`src/rtl/isc_pkg.sv`:
```
package isc_pkg;
    localparam int CRIT_N     = 4;
    localparam int MAIN_N     = 17;
    localparam int PER_N      = 31;
    localparam int CRIT_W     = 2;
    localparam int NUM_W      = 5;
    localparam int CRIT_V_BIT = 10;
    localparam int CRIT_LSB   = 8;
    localparam int MAIN_V_BIT = 21;
    localparam int MAIN_LSB   = 16;
    localparam int PER_V_BIT  = 29;
    localparam int PER_LSB    = 24;
    localparam int CRIT_CASC  = 2;
    localparam int MAIN_CASC  = 4;
endpackage

```
`src/rtl/isc_lowest.sv`:
```
module isc_lowest #(
    parameter  int N = 8,
    localparam int W = (N > 1) ? $clog2(N) : 1
) (
    input  logic [N-1:0] req,
    output logic         hit,
    output logic [W-1:0] idx
);
    always_comb begin
        idx = '0;
        for (int i = N - 1; i >= 0; i--) begin
            if (req[i]) idx = W'(i);
        end
    end
    assign hit = |req;
endmodule

```
`src/rtl/isc_mask_bank.sv`:
```
module isc_mask_bank
    import isc_pkg::*;
(
    input  logic              clk,
    input  logic              rst_n,
    input  logic              wr_en,
    input  logic              wr_sel,
    input  logic [31:0]       wr_data,
    output logic [MAIN_N-1:0] main_en,
    output logic [PER_N-1:0]  per_en
);
    logic [MAIN_N-1:0] main_mask;
    logic [PER_N:1]    per_mask;

    always_ff @(posedge clk) begin
        if (!rst_n) begin
            main_mask <= '1;
            per_mask  <= '1;
        end else if (wr_en) begin
            if (wr_sel) per_mask  <= wr_data[PER_N:1];
            else        main_mask <= wr_data[MAIN_N-1:0];
        end
    end

    for (genvar k = 0; k < MAIN_N; k++) begin : g_main
        assign main_en[k] = ~main_mask[MAIN_N-1-k];
    end
    for (genvar k = 0; k < PER_N; k++) begin : g_per
        assign per_en[k] = ~per_mask[PER_N-k];
    end

    AST_MASK_HOLD: assert property (@(posedge clk) disable iff (!rst_n)
        !wr_en |=> $stable(main_mask) && $stable(per_mask));
endmodule

```
`src/rtl/isr_status_enc.sv`:
```
module isr_status_enc
    import isc_pkg::*;
#(
    parameter  int               DMA_N    = 16,
    parameter  logic [PER_N-1:0] HI_CLASS = 31'h0000_00FF,
    localparam int               DMA_W    = $clog2(DMA_N)
) (
    input  logic              clk,
    input  logic              rst_n,
    input  logic [2:0]        crit_req,
    input  logic [MAIN_N-2:0] main_req,
    input  logic [PER_N-2:0]  per_req,
    input  logic [DMA_N-1:0]  dma_pend,
    input  logic              cfg_we,
    input  logic              cfg_sel,
    input  logic [31:0]       cfg_wdata,
    input  logic              ack_we,
    input  logic              ack_crit,
    output logic [31:0]       status,
    output logic [DMA_W-1:0]  dma_chan
);
    logic [MAIN_N-1:0] main_en, main_line, main_act;
    logic [PER_N-1:0]  per_en, per_act, per_hi, per_lo;
    logic              hi_any, lo_any, main_any, crit_any, dma_any;
    logic [NUM_W-1:0]  hi_idx, lo_idx, main_idx, per_num;
    logic [CRIT_W-1:0] crit_idx;
    logic [DMA_W-1:0]  dma_idx;
    logic [2:0]        crit_q, crit_pend, crit_rise, crit_clr;
    logic [CRIT_N-1:0] crit_act;
    logic [31:0]       status_d;

    isc_mask_bank u_mask (
        .clk     (clk),
        .rst_n   (rst_n),
        .wr_en   (cfg_we),
        .wr_sel  (cfg_sel),
        .wr_data (cfg_wdata),
        .main_en (main_en),
        .per_en  (per_en)
    );

    // Peripheral tier: source 0 is the DMA cascade
    assign per_act = {per_req, |dma_pend} & per_en;
    assign per_hi  = per_act & HI_CLASS;
    assign per_lo  = per_act & ~HI_CLASS;

    isc_lowest #(.N(PER_N)) u_hi (.req(per_hi), .hit(hi_any), .idx(hi_idx));
    isc_lowest #(.N(PER_N)) u_lo (.req(per_lo), .hit(lo_any), .idx(lo_idx));
    assign per_num = hi_any ? hi_idx : lo_idx;

    // Main tier: slot 4 carries the low-class peripheral cascade
    assign main_line = {main_req[MAIN_N-2:MAIN_CASC], lo_any, main_req[MAIN_CASC-1:0]};
    assign main_act  = main_line & main_en;
    isc_lowest #(.N(MAIN_N)) u_main (.req(main_act), .hit(main_any), .idx(main_idx));

    // Critical tier: edge-latched slots 0, 1, 3; slot 2 is the high-class cascade
    assign crit_rise = crit_req & ~crit_q;

    always_comb begin
        crit_clr = '0;
        if (ack_we && ack_crit && status[CRIT_V_BIT]) begin
            unique case (status[CRIT_LSB +: CRIT_W])
                2'd0:    crit_clr = 3'b001;
                2'd1:    crit_clr = 3'b010;
                2'd3:    crit_clr = 3'b100;
                default: crit_clr = 3'b000;
            endcase
        end
    end

    always_ff @(posedge clk) begin
        if (!rst_n) begin
            crit_q    <= '0;
            crit_pend <= '0;
        end else begin
            crit_q    <= crit_req;
            crit_pend <= (crit_pend & ~crit_clr) | crit_rise;
        end
    end

    assign crit_act = {crit_pend[2], hi_any, crit_pend[1], crit_pend[0]};
    isc_lowest #(.N(CRIT_N)) u_crit (.req(crit_act), .hit(crit_any), .idx(crit_idx));

    isc_lowest #(.N(DMA_N)) u_dma (.req(dma_pend), .hit(dma_any), .idx(dma_idx));

    always_comb begin
        status_d = '0;
        status_d[CRIT_V_BIT]               = crit_any;
        status_d[CRIT_LSB +: CRIT_W]       = crit_idx;
        status_d[MAIN_V_BIT]               = main_any;
        status_d[MAIN_LSB +: NUM_W]        = main_idx;
        status_d[PER_V_BIT]                = hi_any | lo_any;
        status_d[PER_LSB +: NUM_W]         = per_num;
    end

    always_ff @(posedge clk) begin
        if (!rst_n) begin
            status   <= '0;
            dma_chan <= '0;
        end else begin
            status   <= status_d;
            dma_chan <= dma_any ? dma_idx : '0;
        end
    end

    AST_CRIT_CASCADE: assert property (@(posedge clk) disable iff (!rst_n)
        (status[CRIT_V_BIT] && status[CRIT_LSB +: CRIT_W] == 2'(CRIT_CASC))
        |-> (status[PER_V_BIT] && HI_CLASS[status[PER_LSB +: NUM_W]]));
    AST_MAIN_CASCADE: assert property (@(posedge clk) disable iff (!rst_n)
        (status[MAIN_V_BIT] && status[MAIN_LSB +: NUM_W] == 5'(MAIN_CASC))
        |-> status[PER_V_BIT]);
    AST_DMA_SOURCE: assert property (@(posedge clk) disable iff (!rst_n)
        (status[PER_V_BIT] && status[PER_LSB +: NUM_W] == '0)
        |-> $past(dma_pend) != '0);
    AST_ACK_CLEARS: assert property (@(posedge clk) disable iff (!rst_n)
        (ack_we && ack_crit && status[CRIT_V_BIT]
         && status[CRIT_LSB +: CRIT_W] == 2'd0 && !crit_req[0])
        |=> !crit_pend[0]);
endmodule

```
`config.mk`:
```
export PLATFORM = sky130hd
export DESIGN_NAME = isr_status_enc
export DESIGN_NICKNAME = d
export VERILOG_FILES = /design/src/rtl/isc_pkg.sv /design/src/rtl/isc_lowest.sv /design/src/rtl/isc_mask_bank.sv /design/src/rtl/isr_status_enc.sv
export SDC_FILE = /design/constraint.sdc
export NUM_CORES = 1
export LEC_CHECK = 0
export ABC_CLOCK_PERIOD_IN_PS = 2400
export BUFFER_PORTS_ARGS = -buffer_cell sky130_fd_sc_hd__buf_2
export CORE_UTILIZATION = 45
export DETAILED_ROUTE_END_ITERATION = 12
export HOLD_SLACK_MARGIN = 0.03
export PLACE_DENSITY = 0.75
export SYNTH_ARGS = -nofsm -noshare
export SYNTH_HDL_FRONTEND = slang
export SYNTH_SLANG_ARGS = --single-unit
```
`constraint.sdc`:
```
create_clock -name clk -period 2.4 [get_ports clk]
set_input_delay 0.24 -clock clk [delete_from_list [all_inputs] [get_ports clk]]
set_output_delay 0.24 -clock clk [all_outputs]
set_load 0.02 [all_outputs]
```
Yosys cells after proc, flatten, opt, wreduce, memory -nomap -nowiden
Index checks and enable logic that the tools add are counted.

Word-level logic and storage cells: 167. Register bits: 90. Bits of input ports: 103. Output and inout bits: 36.

Eq/ne operators: 2. Muxes and demuxes: 68. Reductions and logical operators: 21. Bitwise operators: 59.

Operators with widths (number): 5-bit two-way mux (40); 1-bit inverter (51); 3-bit two-way mux (13); 17-bit OR reduction (2); 4-bit two-way mux (8); 31-bit AND (1); 23-bit OR reduction (1); 17-bit AND (1); 16-bit OR reduction (1); 11-bit OR reduction (1); 2-bit two-way mux (5); 10-bit OR reduction (1); 3-bit case mux with 3 select lines (1); 3-bit OR reduction (3); 9-bit OR reduction (1); 8-bit OR reduction (1); 3-bit AND (2); 3-bit inverter (2); 6-bit OR reduction (1); 5-bit OR reduction (1); 2-bit AND reduction (2); 2-bit OR reduction (2); 4-bit OR reduction (1); 3-bit bitwise OR (1); 6 further kinds (7).

Logic depth before layout (Yosys ltp)
Word-level depth: 26. Gate-level depth with buffers: 6. Gate-level depth less buffers: 6.

Modules after synthesis
From an unflattened synthesis, not the netlist that was laid out.

Cell total of the unflattened synthesis: 558. Area, all modules: 4485.6 sq um.

By module, submodules not included: isc_mask_bank (area each 2140.8 sq um, cells each 215, times used 1, sequential area each 960.9 sq um); isr_status_enc (area each 1247.4 sq um, cells each 138, times used 1, sequential area each 500.5 sq um); isc_lowest at u_hi ... (area each 350.3 sq um, cells each 65, times used 2, sequential area each 0.0 sq um); isc_lowest at u_main (area each 185.2 sq um, cells each 34, times used 1, sequential area each 0.0 sq um); isc_lowest at u_dma (area each 176.4 sq um, cells each 34, times used 1, sequential area each 0.0 sq um); isc_lowest at u_crit (area each 35.0 sq um, cells each 7, times used 1, sequential area each 0.0 sq um).

Worst setup path after synthesis
OpenSTA, ideal clock, no wires.

Path type: reg-to-reg. Start: reg u_mask.per_mask[11] (netlist bit). End: reg status[20]. Stages on the path, launching flop included: 7. Slack: 272 ps. Arrival time: 2055 ps. Buffers on the path: 0. Period minus slack after synthesis: 2128 ps. Library setup time: 73 ps. Required time: 2327 ps. Cell sequence: dfxtp_1 -> and2b_2 -> or4_4 -> nor4_4 -> a31o_4 -> or4b_4 -> nor3_2.

Cells in the longest elaborated chain, start to end: 5.

RTL lines: from (decl) (RTL line isc_mask_bank.sv:13) `logic [PER_N:1] per_mask;`; from (signal assigned) (RTL line isc_mask_bank.sv:20) `if (wr_sel) per_mask <= wr_data[PER_N:1];`; 1-bit inverter (RTL line isc_mask_bank.sv:29) `assign per_en[k] = ~per_mask[PER_N-k];`; 31-bit AND (RTL line isr_status_enc.sv:43) `assign per_act = {per_req, |dma_pend} & per_en;`; 23-bit OR reduction (RTL line isc_lowest.sv:15) `assign hit = |req;`; 17-bit AND (RTL line isr_status_enc.sv:53) `assign main_act = main_line & main_en;`; 17-bit OR reduction (no line); to (signal assigned) (RTL line isr_status_enc.sv:101) `status <= status_d;`; to (decl) (RTL line isr_status_enc.sv:19) `output logic [31:0] status,`.

Every way passes these cells. A chain may end at the register's enable or synchronous reset.

Worst setup path in the final report
Start: reg u_mask.per_mask[11] (netlist bit). End: reg status[19].

Cells in the longest elaborated chain, start to end: 5.

RTL lines (RTL line): 1-bit inverter (isc_mask_bank.sv:29); 31-bit AND (isr_status_enc.sv:43); 23-bit OR reduction (isc_lowest.sv:15); 17-bit AND (isr_status_enc.sv:53); 9-bit OR reduction (no line).

Every way passes these cells.

==> impl_metrics.py <==
metrics = {
    "synthesis": {
        "ys_seq_area_frac": 0.411,
        "synth_top_area_cell": "dfxtp_1",
        "synth_top_area_frac": 0.411,
        "synth_cell_types": 46,
        "ys_async_sr_fraction": 0,
        "post-synth-top-count-cell": "nand2_1",
        "ys_ff_latch": 73,
        "synth_area_leaders": "dfxtp_1 41%, nand2_1 12%, nand3_1 6.9%, nand2b_1 4.0%, buf_4 3.6%",
        "netlist_area_sq_um": 3560,
        "synth_flop_cell": "dfxtp_1",
        "synth_edf_count": 0,
        "synth.avg_cell_area_sq_um": 7.73,
        "synthTopCellsByCount": "114 x nand2_1, 73 x dfxtp_1, 49 x nand3_1",
        "yosys_warnings": 0,
        "postSynthCellCount": 460,
    },
    "drt": {
        "dr.first_iter.drc_count": 120,
        "drc_errors": 0,
        "vias": 3482,
        "met1_length_microns": 4040,
        "met2WireLength_microns": 4190,
        "vias_per_cell": 5.07,
        "wl_microns": 8820,
        "final_antenna_net_count": 0,
        "dr.pass1.iters": 4,
        "wire_per_inst_microns": 12.8,
        "highest_layer": "met4",
        "route.met3.wl_microns": 475,
    },
    "cts": {
        "cts_tree": "built",
        "clock_path_buffers": 2,
        "path_clk_slew_ns": 0.08,
        "cts_setup_buffers": 0,
        "clockRootBuffer": "clkbuf_8",
        "insertion_delay_ns": 0.34,
        "h-tree-depth": 3,
        "clock_sinks": 73,
        "cts_hold_buf": 0,
        "numCtsBuffers": 9,
        "cts_resized": 0,
    },
    "power_and_ir_drop": {
        "vdd_drop_max_mv": 0.413,
        "p_per_area_nw_per_um2": 664,
        "p_leak_nw": 2.17,
        "total_power_mw": 2.93,
    },
    "hold_path": {
        "holdCritPathClass": "in -> reg",
        "hold_depth": 3,
    },
    "timing": {
        "worst_pin_slew_ns": 1.02,
        "fmax_mhz": 452,
        "final_hold_viol_count": 0,
        "rsz0062_at_grt": "false",
        "finalClockSkew_ns": 0.0141,
        "post-route-period-util": 0.921,
        "setup_slack_ns": 0.189,
        "relSlewSlack": 0.317,
        "setup_tns_ns": 0,
        "period_needed_ns": 2.21,
        "finalMaxSlewViolations": 0,
        "setup_viol_count_final": 0,
    },
    "cells_and_area": {
        "n_antenna_cell": 0,
        "n_fill_cell": 745,
        "syn2layout_area_growth_pct": 24.2,
        "drive_gt1_frac": 0.287,
        "final_nets": 684,
    },
    "setup_path": {
        "crit_family": "simple AND/OR/NAND/NOR gates",
        "critPathBufInv": 0,
        "critical_path_required_ns": 2.68,
        "r2r_cells": 6,
        "startpoint_type": "flip-flop",
        "critPathKind": "reg -> reg",
        "worstPathCellList": "and2b_2 -> or4_4 -> nor4_4 -> a31o_4 -> or4b_4 -> a21oi_2",
        "worstPathMaxFanout": 5,
        "crit_arrival_ns": 2.49,
        "max_stage_delay_ns": 0.48,
        "crit_path_top_delay_cell": "or4b_4",
        "cp-end-kind": "flip-flop",
        "cp.depth": 6,
    },
    "placement": {
        "hpwl_microns": 6850,
        "io_buffers": 121,
        "dp_slack_ns": 0.115,
        "routabilityCongestion": 0.796,
    },
    "floorplanning": {
        "fp.dieH_microns": 90.9,
        "die_w_microns": 90.9,
        "io_pins": 139,
        "rows": 32,
        "core_area_sq_um": 7690,
        "dieArea_sq_um": 8260,
        "initial_core_util": 0.463,
    },
    "grt": {
        "grt_pass1_wl_microns": 14600,
        "antenna_found_initial": 0,
        "grt_max_degree": 44,
        "grt_pass1_vias": 3215,
        "overflow": 0,
        "grtUsageTotal": 0.220,
    },
    "job": {
        "maxCapViolCount": 0,
    },
    "status": {
        "outcome": "finished clean",
    },
}
tightest hold or removal path: cells and delay by family:
kind	cells	cell delay (ns)
simple gates	2	0.10
buf+inv	1	0.07
metal layers:
layer / track usage / up-vias
met4: 0.0886 / 0
met2: 0.360 / 107
met1: 0.289 / 1592
met3: 0.0370 / 10
met5: 0 / -
li1: - / 1773
layout by cell type (no fill, tap or decap), types with 2 or more instances in the layout:
| cell type | count |
|---|---|
| buf_2 | 121 |
| nand2_1 | 114 |
| dfxtp_1 | 73 |
| nand3_1 | 49 |
| nand2b_1 | 23 |
| nor2b_1 | 19 |
| nor2_1 | 18 |
| a21oi_1 | 18 |
| conb_1 | 17 |
| o21ai_0 | 14 |
| inv_1 | 10 |
| nor3_1 | 9 |
| clkbuf_8 | 9 |
| or2b_2 | 8 |
| and2_1 | 7 |
| buf_4 | 7 |
| nor4_1 | 6 |
| nand4_1 | 5 |
| and2b_2 | 4 |
| o211ai_1 | 4 |
| o31ai_1 | 4 |
| a41oi_1 | 3 |
| or2b_1 | 3 |
| a211oi_1 | 3 |
| a31oi_1 | 3 |
| clkinv_2 | 3 |
| nor4_4 | 2 |
| or4b_4 | 2 |
| a311oi_1 | 2 |
| o311ai_0 | 2 |
| and3_1 | 2 |
| o31a_1 | 2 |
| nor3b_1 | 2 |
| bufinv_16 | 2 |
worst paths after layout:
check                      start             endpoint  slack [ns]
min                cfg_wdata[23]  u_mask.per_mask[23]        0.11
max          u_mask.per_mask[11]           status[19]        0.19
min reg2reg  u_mask.per_mask[28]  u_mask.per_mask[28]        0.46
max reg2reg  u_mask.per_mask[11]           status[19]        0.19
logic make-up (layout without fill, tap and decap cells):
logic type             count (synthesis)  after routing  synth area share
buffers and inverters                 44            153            0.0644
flip-flops                            73             73             0.411
AND/OR/NAND/NOR                      280            280             0.408
other                                  1             17           0.00105
AO/OA/AOI/OAI                         62             62             0.116
area by class of cell:
cell class | count | area [sq um] | share of cell area
multi-input cells | 359 | 1930 | 0.436
flip-flops and latches | 73 | 1460 | 0.331
repair buffers | 128 | 658 | 0.149
well taps | 102 | 128 | 0.0289
clock buffers | 9 | 124 | 0.0280
clock inverters | 6 | 83.8 | 0.0190
inverters | 10 | 37.5 | 0.00850
where the power goes:
part	internal [mW]	switching [mW]	total, mW
Combinational	0.248	0.327	0.575
Clock	0.576	0.437	1.01
Sequential	1.30	0.0437	1.35
per-stage QoR:
stage               instances  hold WS (ns)   util  cell area, sq um
floorplan                 476         0.316      -              3620
global placement          672         0.441  0.548              4210
detailed placement        672         0.447  0.548              4210
CTS                       687        0.0942  0.575              4420
global route              687         0.106  0.575              4420
finish                    687         0.108  0.575              4420
flip-flops by register name (all words and copies together) (netlist names):
name	cells
u_mask.per_mask	31
status	15
dma_chan	4
crit_q	3
u_mask.main_mask	17
crit_pend	3
Power figures use the tool's default switching activity.
